<file path="src/rtl/wash_pkg.sv">
package wash_pkg;

  typedef enum logic [3:0] {
    ST_IDLE,
    ST_HOT_FILL,
    ST_WASH_LOAD,
    ST_WASH_RUN,
    ST_DRAIN_A,
    ST_SPIN_A_LOAD,
    ST_SPIN_A_RUN,
    ST_COLD_FILL,
    ST_RINSE_LOAD,
    ST_RINSE_RUN,
    ST_DRAIN_B,
    ST_SPIN_B_LOAD,
    ST_SPIN_B_RUN
  } phase_t;

  typedef enum logic [1:0] {
    SRC_DIAL,
    SRC_SPIN_A,
    SRC_RINSE,
    SRC_SPIN_B
  } load_src_t;

  typedef struct packed {
    logic turn;
    logic hot;
    logic cold;
    logic drain;
  } actuators_t;

endpackage

</file>
<file path="src/rtl/wash_phase_fsm.sv">
module wash_phase_fsm
  import wash_pkg::*;
(
  input  logic   clk,
  input  logic   rst,
  input  logic   start,
  input  logic   full,
  input  logic   empty,
  input  logic   cnt_zero,
  output phase_t phase
);

  phase_t phase_q, phase_d;

  always_comb begin
    phase_d = phase_q;
    unique case (phase_q)
      ST_IDLE:        if (start)    phase_d = ST_HOT_FILL;
      ST_HOT_FILL:    if (full)     phase_d = ST_WASH_LOAD;
      ST_WASH_LOAD:                 phase_d = ST_WASH_RUN;
      ST_WASH_RUN:    if (cnt_zero) phase_d = ST_DRAIN_A;
      ST_DRAIN_A:     if (empty)    phase_d = ST_SPIN_A_LOAD;
      ST_SPIN_A_LOAD:               phase_d = ST_SPIN_A_RUN;
      ST_SPIN_A_RUN:  if (cnt_zero) phase_d = ST_COLD_FILL;
      ST_COLD_FILL:   if (full)     phase_d = ST_RINSE_LOAD;
      ST_RINSE_LOAD:                phase_d = ST_RINSE_RUN;
      ST_RINSE_RUN:   if (cnt_zero) phase_d = ST_DRAIN_B;
      ST_DRAIN_B:     if (empty)    phase_d = ST_SPIN_B_LOAD;
      ST_SPIN_B_LOAD:               phase_d = ST_SPIN_B_RUN;
      ST_SPIN_B_RUN:  if (cnt_zero) phase_d = ST_IDLE;
      default:                      phase_d = ST_IDLE;
    endcase
  end

  always_ff @(posedge clk) begin
    if (rst) phase_q <= ST_IDLE;
    else     phase_q <= phase_d;
  end

  assign phase = phase_q;


  idle_start_chk: assert property (@(posedge clk) disable iff (rst)
    (phase_q == ST_IDLE && start) |=> (phase_q == ST_HOT_FILL));


  busy_start_chk: assert property (@(posedge clk) disable iff (rst)
    (phase_q != ST_IDLE && start) |=>
      (phase_q != ST_HOT_FILL || $past(phase_q) == ST_HOT_FILL));

endmodule

</file>
<file path="src/rtl/wash_phase_decode.sv">
module wash_phase_decode
  import wash_pkg::*;
(
  input  phase_t     phase,
  output actuators_t act,
  output logic       cnt_clr,
  output logic       cnt_load,
  output logic       cnt_dec,
  output load_src_t  load_src
);

  always_comb begin
    act      = '0;
    cnt_clr  = 1'b0;
    cnt_load = 1'b0;
    cnt_dec  = 1'b0;
    load_src = SRC_DIAL;
    unique case (phase)
      ST_IDLE:        cnt_clr = 1'b1;
      ST_HOT_FILL:    act.hot = 1'b1;
      ST_WASH_LOAD: begin
        cnt_load = 1'b1;
        load_src = SRC_DIAL;
      end
      ST_WASH_RUN: begin
        cnt_dec  = 1'b1;
        act.turn = 1'b1;
      end
      ST_DRAIN_A:     act.drain = 1'b1;
      ST_SPIN_A_LOAD: begin
        act.drain = 1'b1;
        cnt_load  = 1'b1;
        load_src  = SRC_SPIN_A;
      end
      ST_SPIN_A_RUN: begin
        act.drain = 1'b1;
        act.turn  = 1'b1;
        cnt_dec   = 1'b1;
      end
      ST_COLD_FILL:   act.cold = 1'b1;
      ST_RINSE_LOAD: begin
        cnt_load = 1'b1;
        load_src = SRC_RINSE;
      end
      ST_RINSE_RUN: begin
        cnt_dec  = 1'b1;
        act.turn = 1'b1;
      end
      ST_DRAIN_B:     act.drain = 1'b1;
      ST_SPIN_B_LOAD: begin
        act.drain = 1'b1;
        cnt_load  = 1'b1;
        load_src  = SRC_SPIN_B;
      end
      ST_SPIN_B_RUN: begin
        act.drain = 1'b1;
        act.turn  = 1'b1;
        cnt_dec   = 1'b1;
      end
      default:        cnt_clr = 1'b1;
    endcase
  end

endmodule

</file>
<file path="src/rtl/wash_load_mux.sv">
module wash_load_mux
  import wash_pkg::*;
#(
  parameter int W         = 8,
  parameter int SPIN_A_MIN = 7,
  parameter int RINSE_MIN  = 10,
  parameter int SPIN_B_MIN = 8
) (
  input  load_src_t      sel,
  input  logic [W-1:0]   dial,
  output logic [W-1:0]   value
);

  localparam logic [W-1:0] SPIN_A_VAL = W'(SPIN_A_MIN);
  localparam logic [W-1:0] RINSE_VAL  = W'(RINSE_MIN);
  localparam logic [W-1:0] SPIN_B_VAL = W'(SPIN_B_MIN);

  always_comb begin
    unique case (sel)
      SRC_DIAL:   value = dial;
      SRC_SPIN_A: value = SPIN_A_VAL;
      SRC_RINSE:  value = RINSE_VAL;
      SRC_SPIN_B: value = SPIN_B_VAL;
      default:    value = dial;
    endcase
  end

endmodule

</file>
<file path="src/rtl/minute_down_counter.sv">
module minute_down_counter #(
  parameter int W = 8
) (
  input  logic         clk,
  input  logic         clr,
  input  logic         load,
  input  logic [W-1:0] load_val,
  input  logic         dec,
  input  logic         tick,
  output logic         zero
);

  logic [W-1:0] count_q;

  always_ff @(posedge clk) begin
    if (clr)                               count_q <= '0;
    else if (load)                         count_q <= load_val;
    else if (dec && tick && count_q != '0) count_q <= count_q - 1'b1;
  end

  assign zero = (count_q == '0);


  load_take_chk: assert property (@(posedge clk) disable iff (clr)
    load |=> (count_q == $past(load_val)));


  step_down_chk: assert property (@(posedge clk) disable iff (clr)
    (!load && dec && tick && !zero) |=> (count_q == $past(count_q) - 1'b1));


  hold_chk: assert property (@(posedge clk) disable iff (clr)
    (!load && !(dec && tick)) |=> $stable(count_q));


  floor_chk: assert property (@(posedge clk) disable iff (clr)
    (!load && zero) |=> zero);

endmodule

</file>
<file path="src/rtl/wash_sequencer.sv">
module wash_sequencer
  import wash_pkg::*;
#(
  parameter int DIAL_W     = 8,
  parameter int SPIN_A_MIN = 7,
  parameter int RINSE_MIN  = 10,
  parameter int SPIN_B_MIN = 8
) (
  input  logic              clk,
  input  logic              rst,
  input  logic              start_pulse,
  input  logic              full_pulse,
  input  logic              empty_pulse,
  input  logic              minute_tick,
  input  logic [DIAL_W-1:0] dial_minutes,
  output logic              motor_turn,
  output logic              hot_valve,
  output logic              cold_valve,
  output logic              drain_valve
);

  phase_t              phase;
  actuators_t          act;
  logic                dec_clr, cnt_load, cnt_dec, cnt_zero;
  load_src_t           load_src;
  logic [DIAL_W-1:0]   load_val;

  wash_phase_fsm u_fsm (
    .clk      (clk),
    .rst      (rst),
    .start    (start_pulse),
    .full     (full_pulse),
    .empty    (empty_pulse),
    .cnt_zero (cnt_zero),
    .phase    (phase)
  );

  wash_phase_decode u_decode (
    .phase    (phase),
    .act      (act),
    .cnt_clr  (dec_clr),
    .cnt_load (cnt_load),
    .cnt_dec  (cnt_dec),
    .load_src (load_src)
  );

  wash_load_mux #(
    .W          (DIAL_W),
    .SPIN_A_MIN (SPIN_A_MIN),
    .RINSE_MIN  (RINSE_MIN),
    .SPIN_B_MIN (SPIN_B_MIN)
  ) u_mux (
    .sel   (load_src),
    .dial  (dial_minutes),
    .value (load_val)
  );

  minute_down_counter #(.W(DIAL_W)) u_cnt (
    .clk      (clk),
    .clr      (rst | dec_clr),
    .load     (cnt_load),
    .load_val (load_val),
    .dec      (cnt_dec),
    .tick     (minute_tick),
    .zero     (cnt_zero)
  );

  assign motor_turn  = act.turn;
  assign hot_valve   = act.hot;
  assign cold_valve  = act.cold;
  assign drain_valve = act.drain;


  valve_excl_chk: assert property (@(posedge clk) disable iff (rst)
    !(hot_valve && cold_valve) && !((hot_valve || cold_valve) && (drain_valve || motor_turn)));


  program_end_chk: assert property (@(posedge clk) disable iff (rst)
    (phase == ST_SPIN_B_RUN && cnt_zero) |=>
      (!motor_turn && !hot_valve && !cold_valve && !drain_valve));


  spin_drain_chk: assert property (@(posedge clk) disable iff (rst)
    (phase == ST_DRAIN_A && empty_pulse) |=> (drain_valve && !motor_turn));

endmodule

</file>
<file path="config.mk">
export PLATFORM = sky130hd
export DESIGN_NAME = wash_sequencer
export DESIGN_NICKNAME = d
export VERILOG_FILES = /design/src/rtl/wash_pkg.sv /design/src/rtl/wash_phase_fsm.sv /design/src/rtl/wash_phase_decode.sv /design/src/rtl/wash_load_mux.sv /design/src/rtl/minute_down_counter.sv /design/src/rtl/wash_sequencer.sv
export SDC_FILE = /design/constraint.sdc
export NUM_CORES = 1
export LEC_CHECK = 0
export BUFFER_PORTS_ARGS = -buffer_cell sky130_fd_sc_hd__clkbuf_2
export CORE_MARGIN = 2
export CORE_UTILIZATION = 53
export DETAILED_ROUTE_END_ITERATION = 8
export PLACE_DENSITY_LB_ADDON = 0.3
export SYNTH_ARGS = -nofsm -noshare
export SYNTH_HDL_FRONTEND = slang
export SYNTH_SLANG_ARGS = --single-unit
</file>
<file path="constraint.sdc">
create_clock -name clk -period 2.21 [get_ports clk]
set_input_delay 0.3315 -clock clk [delete_from_list [all_inputs] [get_ports clk]]
set_output_delay 0.3315 -clock clk [all_outputs]
set_load 0.005 [all_outputs]
</file>
# Word-level counts from Yosys, hierarchy flattened
# Cells that the tools add are included.
[word_totals] register_bits=12 in_bits=14 out_inout_bits=4
[classes] addsub=1 n_eq_ne=24 n_mux=20 bitwise=1 reduce_logical=12
[op_table] cell="4-bit one-hot mux with 13 select lines" count=1
[op_table] cell="4-bit two-way mux" count=9
[op_table] cell="8-bit one-hot mux with 4 select lines" count=1
[op_table] cell="4-bit equality test (second input constant)" count=5
[op_table] cell="2-bit inequality test (second input constant)" count=9
[op_table] cell="4-bit by 3-bit equality test with 1-bit output (second input constant)" count=4
[op_table] cell="8-bit two-way mux" count=2
[op_table] cell="12-bit OR reduction" count=1
[op_table] cell="9-bit AND reduction" count=1
[op_table] cell="4-bit by 2-bit equality test with 1-bit output (second input constant)" count=2
[op_table] cell="8-bit zero test" count=1
[op_table] cell="8-bit nonzero test" count=1
[op_table] cell="4-bit OR reduction" count=2
[op_table] cell="8-bit by 1-bit subtractor with 8-bit output (second input constant)" count=1
[op_table] cell="1-bit two-way mux" count=6
[op_table] cell="2-bit one-hot mux with 3 select lines" count=1
[op_table] cell="6-bit OR reduction" count=1
[op_table] cell="2-bit equality test (second input constant)" count=2
[op_table] cell="4-bit by 1-bit equality test with 1-bit output (second input constant)" count=1
[op_table] cell="4-bit zero test" count=1
[op_table] cell="2-bit by 1-bit equality test with 1-bit output (second input constant)" count=1
[op_table] cell="1-bit logical AND" count=2
[op_table] cell="2-bit zero test" count=1
[op_table] cell="2-bit nonzero test" count=1
[op_table] cell="1-bit OR" count=1

# Longest topological paths before layout
[depth] depth_word=7 ltp_mapped=9

# Modules after synthesis
# Synthesis repeated with hierarchy kept, for this count alone.
[hier_totals] cells_unflattened=147 area_unflattened_um2=1196.1
[modules_own_cells] mod="minute_down_counter" n_inst=1 cells_each=59 area_each_um2=495.5 seq_area_each_um2=160.2
[modules_own_cells] mod="wash_phase_fsm" n_inst=1 cells_each=42 area_each_um2=355.3 seq_area_each_um2=80.1
[modules_own_cells] mod="wash_phase_decode" n_inst=1 cells_each=25 area_each_um2=195.2 seq_area_each_um2=0.0
[modules_own_cells] mod="wash_load_mux" n_inst=1 cells_each=20 area_each_um2=143.9 seq_area_each_um2=0.0
[modules_own_cells] mod="wash_sequencer" n_inst=1 cells_each=1 area_each_um2=6.3 seq_area_each_um2=0.0

# Worst setup path before layout
# OpenSTA, ideal clock, no wires.
[synth_timing] path_kind="register to register" startpoint="register u_fsm.phase_q[3] (netlist: u_fsm.phase[3])" endpoint="register u_cnt.count_q[1]" arrival_time_ps=1649 slack_ps=404 path_stages_with_launch=9 period_less_slack_ps=1806 path_cell_list="dfxtp_1 -> buf_2 -> nand2b_1 -> o21ai_0 -> nand2_1 -> ha_1 -> mux2_2 -> nand2_1 -> a21oi_1"
[synth_between] elab_chain_cells=6 elab_cells_between_ends=29 classes_between="eq/ne: 15; mux: 6; bitwise: 1; reduce/logical: 7"
[synth_lines] element="from (decl)" line_no="wash_phase_fsm.sv:13" source="phase_t phase_q, phase_d;"
[synth_lines] element="from (signal assigned)" line_no="wash_phase_fsm.sv:37" source="else phase_q <= phase_d;"
[synth_lines] element="branches (longest 6 deep; another with 8-bit one-hot mux with 4 select lines)"
[synth_lines] element="to (signal assigned)" line_no="minute_down_counter.sv:17" source="else if (load) count_q <= load_val;"
[synth_lines] element="to (signal assigned)" line_no="minute_down_counter.sv:18" source="else if (dec && tick && count_q != '0) count_q <= count_q - 1'b1;"
[synth_lines] element="to (decl)" line_no="minute_down_counter.sv:13" source="logic [W-1:0] count_q;"
# Parallel ways; which one is timed is not known.
# A chain may end at the register's enable or synchronous reset.

# Worst setup path in the final report
[layout_timing] startpoint="register u_fsm.phase_q[2] (netlist: u_fsm.phase[2])" endpoint="register u_cnt.count_q[1]"
# The elaborated chain is that of the path after synthesis.

==> results.sh <==
export IMPL_worstSetupPathType="flip-flop to flip-flop"
export IMPL_cts_hold_buffers=0
export IMPL_worstPathRequired_ns=2.38
export IMPL_cts_setup_buffers=0
export IMPL_worstPathArrival_ns=2.16
export IMPL_p_leak_nw=0.427
export IMPL_maxCapViolCount=0
export IMPL_drt_first_pass_iters=4
export IMPL_crit_top_cell="nand2_1"
export IMPL_vias_per_cell=6.05
export IMPL_clk_latency_ns=0.28
export IMPL_startpoint_type="flip-flop"
export IMPL_routedWlPerCell_um=14.3
export IMPL_die_w_um=46.1
export IMPL_yosysWarnings=0
export IMPL_cts_tree="built"
export IMPL_slew_violations=0
export IMPL_min_path_type="input port to flip-flop"
export IMPL_row_count=15
export IMPL_crit_cells=7
export IMPL_status="completed"
export IMPL_synth_seq_cells=12
export IMPL_clockPowerShare_pct=28.1
export IMPL_initial_utilization_pct=55.5
export IMPL_stdcell_area_sq_um=1070
export IMPL_routed_wl_um=2130
export IMPL_dieArea_sq_um=2120
export IMPL_syn_avg_cell_area_sq_um=8.15
export IMPL_p_seq_share_pct=40.5
export IMPL_drive_gt1_share_pct=25.0
export IMPL_n_antenna_cell=0
export IMPL_ir_worst_vdd_v=0.000396
export IMPL_postSynthCellCount=115
export IMPL_grt_pass1_vias=832
export IMPL_yosys_top_cells_area="dfxtp_1 26%, a211oi_1 7.2%, ha_1 6.7%"
export IMPL_cts_max_level=1
export IMPL_synth_area_leader_cell="dfxtp_1"
export IMPL_dr_wl_met2_um=953
export IMPL_worstRegToRegCells=7
export IMPL_gp_congestion=0.842
export IMPL_slew_headroom_pct=78.6
export IMPL_route_detailed_drc=0
export IMPL_netlist_area_leader_share_pct=25.6
export IMPL_cts_sinks=12
export IMPL_setup_worst_path_end="u_cnt.count_q[1]$_SDFFE_PP0P_"
export IMPL_hold_violations=0
export IMPL_nFillCells=160
export IMPL_async_reset_ff_share_pct=0
export IMPL_core_area_sq_um=1690
export IMPL_grt_first_pass_wirelength_um=3660
export IMPL_placed_area_sq_um=1030
export IMPL_drt_initial_drc_count=24
export IMPL_hpwlAfterDp_um=1630
export IMPL_grt_overflow_total=0
export IMPL_worst_pin_slew_ns=0.318
export IMPL_synth_flop_cell="dfxtp_1"
export IMPL_crit_chain="nand2b_1, o21ai_0, nand2_1, ha_1, mux2_2, nand2_1, a21oi_1"
export IMPL_met3_length_um=92
export IMPL_cpMaxStageDelayCell="dfxtp_1"
export IMPL_period_share_pct=89.9
export IMPL_crit_family="flip-flops"
export IMPL_path_max_fanout=10
export IMPL_max_stage_delay_ns=0.49
export IMPL_regToRegEndpoint="u_cnt.count_q[1]$_SDFFE_PP0P_"
export IMPL_rsz0062_at_grt="false"
export IMPL_grt_max_degree=15
export IMPL_wl_met1_um=1030
export IMPL_r2r_start="u_fsm.phase[2]$_SDFFE_PP0P_"
export IMPL_ant_nets=0
export IMPL_startpoint="u_fsm.phase[2]$_SDFFE_PP0P_"
export IMPL_end_kind="flip-flop"
export IMPL_fin_nets=152
export IMPL_p_int_w=0.000423
export IMPL_fmax_mhz=503
export IMPL_syn_area_sq_um=937
export IMPL_cellPowerDensity_nw_per_um2=605
export IMPL_r2r_slack_ns=0.22
export IMPL_seq_area_frac_synth_pct=25.6
export IMPL_fin_crit_ns=1.99
export IMPL_synth_fp_nets=134
export IMPL_num_vias=901
export IMPL_cts_reportedPaths_clkPinSlew_ns=0.08
export IMPL_fin_hold_ws_ns=0.289
export IMPL_power_share_switching_pct=34.4
export IMPL_synthToLayoutAreaGrowth_pct=13.8
export IMPL_die_y_um=46.1
export IMPL_fin_setup_tns_ns=0
export IMPL_antenna_found_initial=0
export IMPL_cts_root_buffer="clkbuf_4"
export IMPL_cts_buffers=3
export IMPL_path_buf_inv=0
export IMPL_top_layer="met4"
export IMPL_ys_types=38
export IMPL_grt_use_total_pct=23.7
export IMPL_numPortBuffers=17
export IMPL_clock_skew_ns=0.00527
export IMPL_combPwrFrac_pct=31.4
export IMPL_synth_edf_count=0
export IMPL_setup_violations=0
export IMPL_ios=18
export IMPL_power_switching_w=0.000222
export IMPL_cts_max_path_buffers=2
==> cells in the mapped netlist (3+ instances only) <==
cell       n
xor2_1     6
inv_1      5
a211oi_1   9
ha_1       5
nand4_1    3
buf_2      6
nand3_1    3
nor3_1     3
dfxtp_1   12
nor2_1    10
or3_1      4
nand2_1    4
nand2b_1   3
o21ai_0    5
a21oi_1    9
==> power by group through the flow <==
| stage | Sequential [W] | Clock [W] | Combinational, W |
|---|---|---|---|
| 2_1_floorplan | 0.000250 | 0 | 0.000159 |
| 3_3_place_gp | 0.000263 | 0 | 0.000194 |
| 3_5_place_dp | 0.000265 | 0 | 0.000200 |
| 4_1_cts | 0.000260 | 0.000183 | 0.000201 |
| 5_1_grt | 0.000265 | 0.000194 | 0.000226 |
| 6_report | 0.000261 | 0.000181 | 0.000202 |
==> area by class of cell <==
type                    instances  area (sq um)  share of cell area [%]
multi-input cells              92           648                    60.8
inverters                       5          18.8                    1.76
clock buffers                   4          36.3                    3.40
flip-flops and latches         12           241                    22.7
well taps                      17          21.3                    2.00
repair buffers                 19           100                    9.39
==> kinds of logic (layout without fill, tap and decap cells) <==
kind of cell / Yosys count / after routing / share of synthesized area [%]
and+or+nand+nor: 44 / 44 / 28.2
adders and majority gates: 5 / 5 / 6.68
DFF: 12 / 12 / 25.6
xor gates and xnor gates: 7 / 7 / 6.54
AOI/OAI and AO/OA: 32 / 32 / 23.2
muxes: 4 / 4 / 4.54
buffers and inverters: 11 / 28 / 5.21
==> flip-flops by register name, indices dropped and copies added (netlist names) <==
register and count:
u_fsm.phase 4, u_cnt.count_q 8
==> per-stage QoR <==
step | cells | util (%) | total power, W | worst slack, ns
finish | 149 | 63.1 | 0.000645 | 0.223
global route | 149 | 63.1 | 0.000686 | 0.00648
CTS | 149 | 63.0 | 0.000645 | 0.194
detailed placement | 145 | 60.9 | 0.000465 | 0.212
global placement | 145 | 60.9 | 0.000457 | 0.289
floorplan | 115 | - | 0.000409 | 0.404
==> per-layer routing <==
| layer | GRT usage (%) | vias up |
|---|---|---|
| li1 | - | 461 |
| met1 | 32.1 | 409 |
| met2 | 35.0 | 24 |
| met3 | 4.31 | 7 |
| met4 | 13.1 | 0 |
| met5 | 0 | - |
==> worst min-delay path by stage <==
stage	start	endpoint	slack, ns	cells past startpoint
floorplan	rst	u_fsm.phase[1]$_SDFFE_PP0P_	0.40	1
global placement	u_fsm.phase[2]$_SDFFE_PP0P_	u_fsm.phase[2]$_SDFFE_PP0P_	0.58	2
detailed placement	rst	u_fsm.phase[2]$_SDFFE_PP0P_	0.59	2
CTS	rst	u_fsm.phase[2]$_SDFFE_PP0P_	0.30	2
global route	rst	u_fsm.phase[1]$_SDFFE_PP0P_	0.30	2
finish	rst	u_fsm.phase[1]$_SDFFE_PP0P_	0.29	2
==> cell usage in the layout, fill, tap and decap left out, drive strengths merged, types with 4 or more instances in the layout <==
master	synthesis	layout
o21ai	5	5
or3	4	4
dfxtp	12	12
a21oi	9	9
inv	5	5
nor2	10	10
xor2	6	6
clkbuf	0	21
a211oi	9	9
ha	5	5
nand2	5	5
==> timing repair <==
| item | 4_1_cts | 5_1_grt |
|---|---|---|
| gates resized for setup | 0 | 1 |
| endpoints found under the setup margin | 0 | 1 |
| endpoints found under the hold margin | 0 | 0 |
No activity file was read; power rests on OpenSTA's default activity.
